`src/rtl/memPkg.sv`:
```
package memPkg;

  localparam int RECOVER_CYCLES = 2;

  typedef struct packed {
    logic capture;
    logic busy;
    logic readLoad;
    logic commit;
    logic asleep;
    logic recovering;
  } memStrobes_t;

endpackage

```
`src/rtl/memCtrl.sv`:
```
module memCtrl
  import memPkg::*;
#(
  parameter int LANES = 4
) (
  input  logic             clk,
  input  logic             rstN,
  input  logic             chipSelN,
  input  logic             globalWrN,
  input  logic             byteWrEnN,
  input  logic [LANES-1:0] laneWrN,
  input  logic             outEnN,
  input  logic             sleep,
  output logic [LANES-1:0] laneMask,
  output memStrobes_t      strb,
  output logic             busDrive
);

  localparam int CNT_W = $clog2(RECOVER_CYCLES + 1);

  logic             s1Valid;
  logic             s1Write;
  logic             pendValid;
  logic             outValid;
  logic             asleep;
  logic [CNT_W-1:0] recCnt;
  logic             accept;
  logic             isWrite;
  logic             recovering;

  // Two-level write decode: global strobe wins, else lane strobes gated by enable
  always_comb begin
    if (!globalWrN) begin
      laneMask = '1;
    end else if (!byteWrEnN) begin
      laneMask = ~laneWrN;
    end else begin
      laneMask = '0;
    end
  end

  assign isWrite    = |laneMask;
  assign recovering = (recCnt != '0);
  assign accept     = !chipSelN && !asleep && !recovering;

  always_ff @(posedge clk or negedge rstN) begin
    if (!rstN) begin
      s1Valid   <= 1'b0;
      s1Write   <= 1'b0;
      pendValid <= 1'b0;
      outValid  <= 1'b0;
    end else begin
      s1Valid   <= accept;
      s1Write   <= accept && isWrite;
      pendValid <= s1Valid && s1Write;
      outValid  <= s1Valid && !s1Write;
    end
  end

  // Sleep entry only while deselected; a release arms the recovery counter
  always_ff @(posedge clk or negedge rstN) begin
    if (!rstN) begin
      asleep <= 1'b0;
      recCnt <= '0;
    end else begin
      asleep <= sleep && (asleep || chipSelN);
      if (asleep && !sleep) begin
        recCnt <= CNT_W'(RECOVER_CYCLES);
      end else if (recovering) begin
        recCnt <= recCnt - 1'b1;
      end
    end
  end

  assign busDrive = !outEnN && outValid && !asleep && !recovering;

  always_comb begin
    strb.capture    = accept;
    strb.busy       = s1Valid;
    strb.readLoad   = s1Valid && !s1Write;
    strb.commit     = pendValid;
    strb.asleep     = asleep;
    strb.recovering = recovering;
  end

endmodule

```
`src/rtl/memData.sv`:
```
module memData
  import memPkg::*;
#(
  parameter int ADDR_W = 6,
  parameter int LANES  = 4,
  parameter int LANE_W = 8
) (
  input  logic                    clk,
  input  memStrobes_t             strb,
  input  logic                    busDrive,
  input  logic [ADDR_W-1:0]       addr,
  input  logic [LANES*LANE_W-1:0] dataIn,
  input  logic [LANES-1:0]        parIn,
  input  logic [LANES-1:0]        laneMask,
  output logic [LANES*LANE_W-1:0] dataOut,
  output logic [LANES-1:0]        parOut
);

  localparam int LANE_BITS = LANE_W + 1;
  localparam int WORD_W    = LANES * LANE_BITS;
  localparam int DEPTH     = 1 << ADDR_W;

  logic [WORD_W-1:0] wordIn;
  logic [ADDR_W-1:0] s1Addr;
  logic [WORD_W-1:0] s1Word;
  logic [LANES-1:0]  s1Mask;
  logic [ADDR_W-1:0] pendAddr;
  logic [WORD_W-1:0] pendWord;
  logic [LANES-1:0]  pendMask;
  logic [WORD_W-1:0] rdWord;
  logic [WORD_W-1:0] fwdWord;
  logic [WORD_W-1:0] outWord;
  logic              fwdHit;
  logic [WORD_W-1:0] mem [DEPTH];

  // Lane i is stored as {parity, data byte}
  for (genvar i = 0; i < LANES; i++) begin : g_pack
    assign wordIn[i*LANE_BITS +: LANE_BITS] = {parIn[i], dataIn[i*LANE_W +: LANE_W]};
  end

  always_ff @(posedge clk) begin
    if (strb.capture) begin
      s1Addr <= addr;
      s1Word <= wordIn;
      s1Mask <= laneMask;
    end
  end

  // One-entry write buffer, retired one cycle after capture
  always_ff @(posedge clk) begin
    pendAddr <= s1Addr;
    pendWord <= s1Word;
    pendMask <= s1Mask;
  end

  always_ff @(posedge clk) begin
    if (strb.commit) begin
      for (int i = 0; i < LANES; i++) begin
        if (pendMask[i]) begin
          mem[pendAddr][i*LANE_BITS +: LANE_BITS] <= pendWord[i*LANE_BITS +: LANE_BITS];
        end
      end
    end
  end

  assign rdWord = mem[s1Addr];
  assign fwdHit = strb.commit && (pendAddr == s1Addr);

  // Lane-wise forwarding of the word still sitting in the write buffer
  for (genvar i = 0; i < LANES; i++) begin : g_fwd
    assign fwdWord[i*LANE_BITS +: LANE_BITS] = (fwdHit && pendMask[i])
        ? pendWord[i*LANE_BITS +: LANE_BITS]
        : rdWord[i*LANE_BITS +: LANE_BITS];
  end

  always_ff @(posedge clk) begin
    if (strb.readLoad) begin
      outWord <= fwdWord;
    end
  end

  for (genvar i = 0; i < LANES; i++) begin : g_unpack
    assign dataOut[i*LANE_W +: LANE_W] = busDrive ? outWord[i*LANE_BITS +: LANE_W] : '0;
    assign parOut[i] = busDrive ? outWord[i*LANE_BITS + LANE_W] : 1'b0;
  end

endmodule

```
`src/rtl/memTop.sv`:
```
module memTop
  import memPkg::*;
#(
  parameter int ADDR_W = 6,
  parameter int LANES  = 4,
  parameter int LANE_W = 8
) (
  input  logic                    clk,
  input  logic                    rstN,
  input  logic                    chipSelN,
  input  logic                    globalWrN,
  input  logic                    byteWrEnN,
  input  logic [LANES-1:0]        laneWrN,
  input  logic                    outEnN,
  input  logic                    sleep,
  input  logic [ADDR_W-1:0]       addr,
  input  logic [LANES*LANE_W-1:0] dataIn,
  input  logic [LANES-1:0]        parIn,
  output logic [LANES*LANE_W-1:0] dataOut,
  output logic [LANES-1:0]        parOut,
  output logic                    busDrive
);

  memStrobes_t      strb;
  logic [LANES-1:0] laneMask;

  memCtrl #(.LANES(LANES)) u_ctrl (
    .clk       (clk),
    .rstN      (rstN),
    .chipSelN  (chipSelN),
    .globalWrN (globalWrN),
    .byteWrEnN (byteWrEnN),
    .laneWrN   (laneWrN),
    .outEnN    (outEnN),
    .sleep     (sleep),
    .laneMask  (laneMask),
    .strb      (strb),
    .busDrive  (busDrive)
  );

  memData #(.ADDR_W(ADDR_W), .LANES(LANES), .LANE_W(LANE_W)) u_data (
    .clk      (clk),
    .strb     (strb),
    .busDrive (busDrive),
    .addr     (addr),
    .dataIn   (dataIn),
    .parIn    (parIn),
    .laneMask (laneMask),
    .dataOut  (dataOut),
    .parOut   (parOut)
  );

endmodule

```
`config.mk`:
```
export PLATFORM = sky130hd
export DESIGN_NAME = memTop
export DESIGN_NICKNAME = d
export VERILOG_FILES = /design/src/rtl/memPkg.sv /design/src/rtl/memCtrl.sv /design/src/rtl/memData.sv /design/src/rtl/memTop.sv
export SDC_FILE = /design/constraint.sdc
export NUM_CORES = 2
export LEC_CHECK = 0
export BUFFER_PORTS_ARGS = -buffer_cell sky130_fd_sc_hd__buf_4
export CORE_MARGIN = 2
export CORE_UTILIZATION = 30
export DETAILED_ROUTE_END_ITERATION = 16
export HOLD_SLACK_MARGIN = 0.1
export PLACE_DENSITY_LB_ADDON = 0.05
export SYNTH_ARGS = -nofsm -noshare
export SYNTH_HDL_FRONTEND = slang
export SYNTH_SLANG_ARGS = --single-unit
```
`constraint.sdc`:
```
create_clock -name clk -period 3.6 [get_ports clk]
set_clock_uncertainty 0.05 [all_clocks]
set_input_delay 0.36 -clock clk [delete_from_list [all_inputs] [get_ports clk]]
set_output_delay 0.36 -clock clk [all_outputs]
set_load 0.03 [all_outputs]
```
==> out/metrics.csv <==
metric;value;unit
status;complete, no violations;
area of the multi-input gates;0.0196;mm^2
register area share after synthesis;0.777;
detailed-placement wirelength estimate;207000;um
CP Launch Type;register;
Top Layer Used;met5;
die width;563;um
via density per instance;5.00;
YS warnings;0;
sequential share of power;0.501;
cell taking the most area after synthesis;edfxtp_1;
WS Path Type;reg2reg;
Die ar.;0.317;mm^2
1st-pass router iterations;7;
CP Cell Sequence;buf_12 > buf_12 > buf_12 > mux4_2 > a211oi_1 > nand4_1 > a32o_1;
area of the mapped netlist;0.0937;mm^2
Clock Tree Root;clkbuf_16;
post-synthesis register bit count;2439;
largest net degree at the start of global routing;74;
Crit path top cell by count;buf_12;
Internal;49.7;mW
final hold viol count;0;
Leak;36.3;nW
Avg WL per Cell;32.9;um
Clk Latency, worst-skew pair;880;ps
most common cell in the netlist;edfxtp_1;
first-pass GRT wire length;434000;um
DRC violations left;0;
Worst-Margin Slew;1210;ps
setup total negative slack;0;ps
DRT antenna net count;0;
Sw Ratio;0.233;
max_slew headroom;0.193;
critical-path maximum fanout;18;
synthesis-to-finish area growth;19.7;%
period utilization;0.953;
initial antenna violation count;29;
largest cells by area after synthesis;edfxtp_1 77%, mux4_2 9.7%, mux2i_1 4.5%;
GRT Total Usage;0.199;
via count;48300;
clock network fraction of total power;0.426;
Synth top cells by count;2386 x edfxtp_1, 419 x mux2i_1, 405 x mux4_2;
ys flop type;edfxtp_1;
WL met3;14700;um
top cell type's share of synthesized area;0.765;
fin nets;5363;
layout cells sized above 1;0.258;
Starting Density;0.301;
Logic pwr share;0.073;
wire length on met2;151000;um
# clock sinks;2439;
sequential cell area;0.0728;mm^2
H-Tree Depth;5;
Avg Cell Area, Syn;20.2;um^2
hold slack;173;ps
cell area power density;579;mW/mm^2
Remaining Overflow, GRT;0;
fmax;291;MHz
Worst Hold Class;in2reg;
number of synthesized flops with an enable pin;2386;
Switch Pwr;15.1;mW
crit end category;register;
fin crit period;3430;ps
fraction of registers with async set or reset after synthesis;0.00287;
CP peak stage delay;560;ps
chip height;563;um
TritonCTS clock tree;done;
CORE AREA;0.311;mm^2
DR iter-0 viols;4413;
peak supply drop;0.300;mV
Max clock buf depth;4;
# fillers;28900;
Routability Congestion;0.783;
Final Setup Violations;0;
Worst EP required;4180;ps
Slew Limit Fails;0;
io pins;90;
synth unique cells;63;
# Max-Cap Violations;0;
Final Util;0.360;
vias in the first global route;49400;
RSZ-0062 raised after global routing;false;
syn_nets;4699;
Power, Total;64.9;mW
WL final;318000;um
Post-Syn Instances;4645;
# port buffers;89;
clock-pin slew on the worst setup and hold paths;60;ps
CP Data Arrival Time;4010;ps
Num CTS Buffers;284;
WL met1;145000;um
row cnt;205;
Crit-path slowest cell;mux4_2;
path summary, 6_finish.rpt:
path | start | end | slack [ps] | depth (start not counted)
min reg2reg | u_data.s1Word[4]$_DFFE_PP_ | u_data.pendWord[4]$_DFF_P_ | 280 | 0
min in group asynchronous | rstN | u_ctrl.outValid$_DFF_PN0_ | 430 | 3
max | u_data.s1Addr[0]$_DFFE_PP_ | u_data.outWord[18]$_DFFE_PP_ | 170 | 7
min | parIn[0] | u_data.s1Word[8]$_DFFE_PP_ | 170 | 2
max reg2reg | u_data.s1Addr[0]$_DFFE_PP_ | u_data.outWord[18]$_DFFE_PP_ | 170 | 7
max in group asynchronous | rstN | u_ctrl.recCnt[0]$_DFFE_PN0P_ | 2800 | 3
timing repair:
item	4_1_cts	5_1_grt
endpoints found under the setup margin	0	0
hold buffers	86	0
resized for setup	0	0
endpoints found under the hold margin	67	0
buffers inserted	0	0
critical path, delay by kind of cell, from the launching register on:
kind	cells	cell delay, ps
buffers and inverters	3	700
multiplexers	1	560
flip-flops	1	540
AO/OA/AOI/OAI	2	790
AND/OR/NAND/NOR	1	480
power groups by stage:
| stage | combinational (mW) | clock (mW) | sequential, mW |
|---|---|---|---|
| 6_report | 4.75 | 27.6 | 32.5 |
| 5_1_grt | 5.08 | 29.5 | 32.5 |
| 4_1_cts | 4.90 | 28.5 | 32.5 |
| 3_5_place_dp | 4.82 | 0 | 33.1 |
| 3_3_place_gp | 4.82 | 0 | 33.1 |
| 2_1_floorplan | 2.57 | 0 | 32.7 |
sequential cells by signal, summed over array words and instances (netlist names), 4 cells and up:
register,flops
u_data.mem,2304
u_data.outWord,36
u_data.pendWord,36
u_data.s1Word,36
u_data.pendAddr,6
u_data.s1Addr,6
u_data.pendMask,4
u_data.s1Mask,4
area by class of cell:
class / count / area share
clock buffer: 385 / 0.0690
sequential: 2439 / 0.649
clock inverter: 114 / 0.00915
multi-input combinational: 1926 / 0.175
tap: 4140 / 0.0462
timing repair buffer: 652 / 0.0511
inverter: 6 / 0.000223
antenna: 16 / 0.000357
layer usage:
layer / vias up / global-route usage
met2: 1285 / 0.323
li1: 20400 / -
met5: - / 0.00392
met4: 4 / 0.0456
met3: 359 / 0.0292
met1: 26300 / 0.281
stage by stage:
step / cell area [um^2] / instances / worst slack [ps]
after detailed placement: 102000 / 9077 / 112
after global placement: 102000 / 9077 / 114
after floorplan: 93700 / 4645 / 1100
after global routing: 112000 / 9664 / 91.2
after CTS: 112000 / 9662 / 115
final: 112000 / 9678 / 168
layout by cell type, fill, tap and decap left out, types with 7 or more instances in the layout:
cell type and n:
a22o_1 11, mux2i_1 419, inv_6 9, clkinv_2 33, mux4_2 405, a32o_1 22
dfxtp_1 10, bufinv_16 15, clkbuf_1 84, clkinv_1 47, nor2_1 277, and4_1 10
o21ai_0 31, a22oi_1 92, a211oi_1 49, nand3_1 64, clkbuf_8 10, nand2_1 153
nor4_1 13, dfrtp_1 7, clkbuf_16 291, dlygate4sd3_1 86, nor3_1 22, a21oi_1 96
dfxtp_2 36, buf_12 49, nor3b_1 8, mux2_2 18, and2_1 39, nand4_1 23
o22ai_1 62, o221ai_1 26, buf_4 517, diode_2 16, a31oi_1 10, edfxtp_1 2386
cells by family after synthesis:
family / after synthesis / share of synthesized area
xor+xnor: 7 / 0.000735
compound gates: 413 / 0.0300
flops: 2439 / 0.777
mux: 842 / 0.144
simple gates: 663 / 0.0327
fa+ha+maj: 1 / 0.000134
buf+inv: 280 / 0.0153
No activity file was read; power rests on OpenSTA's default activity.
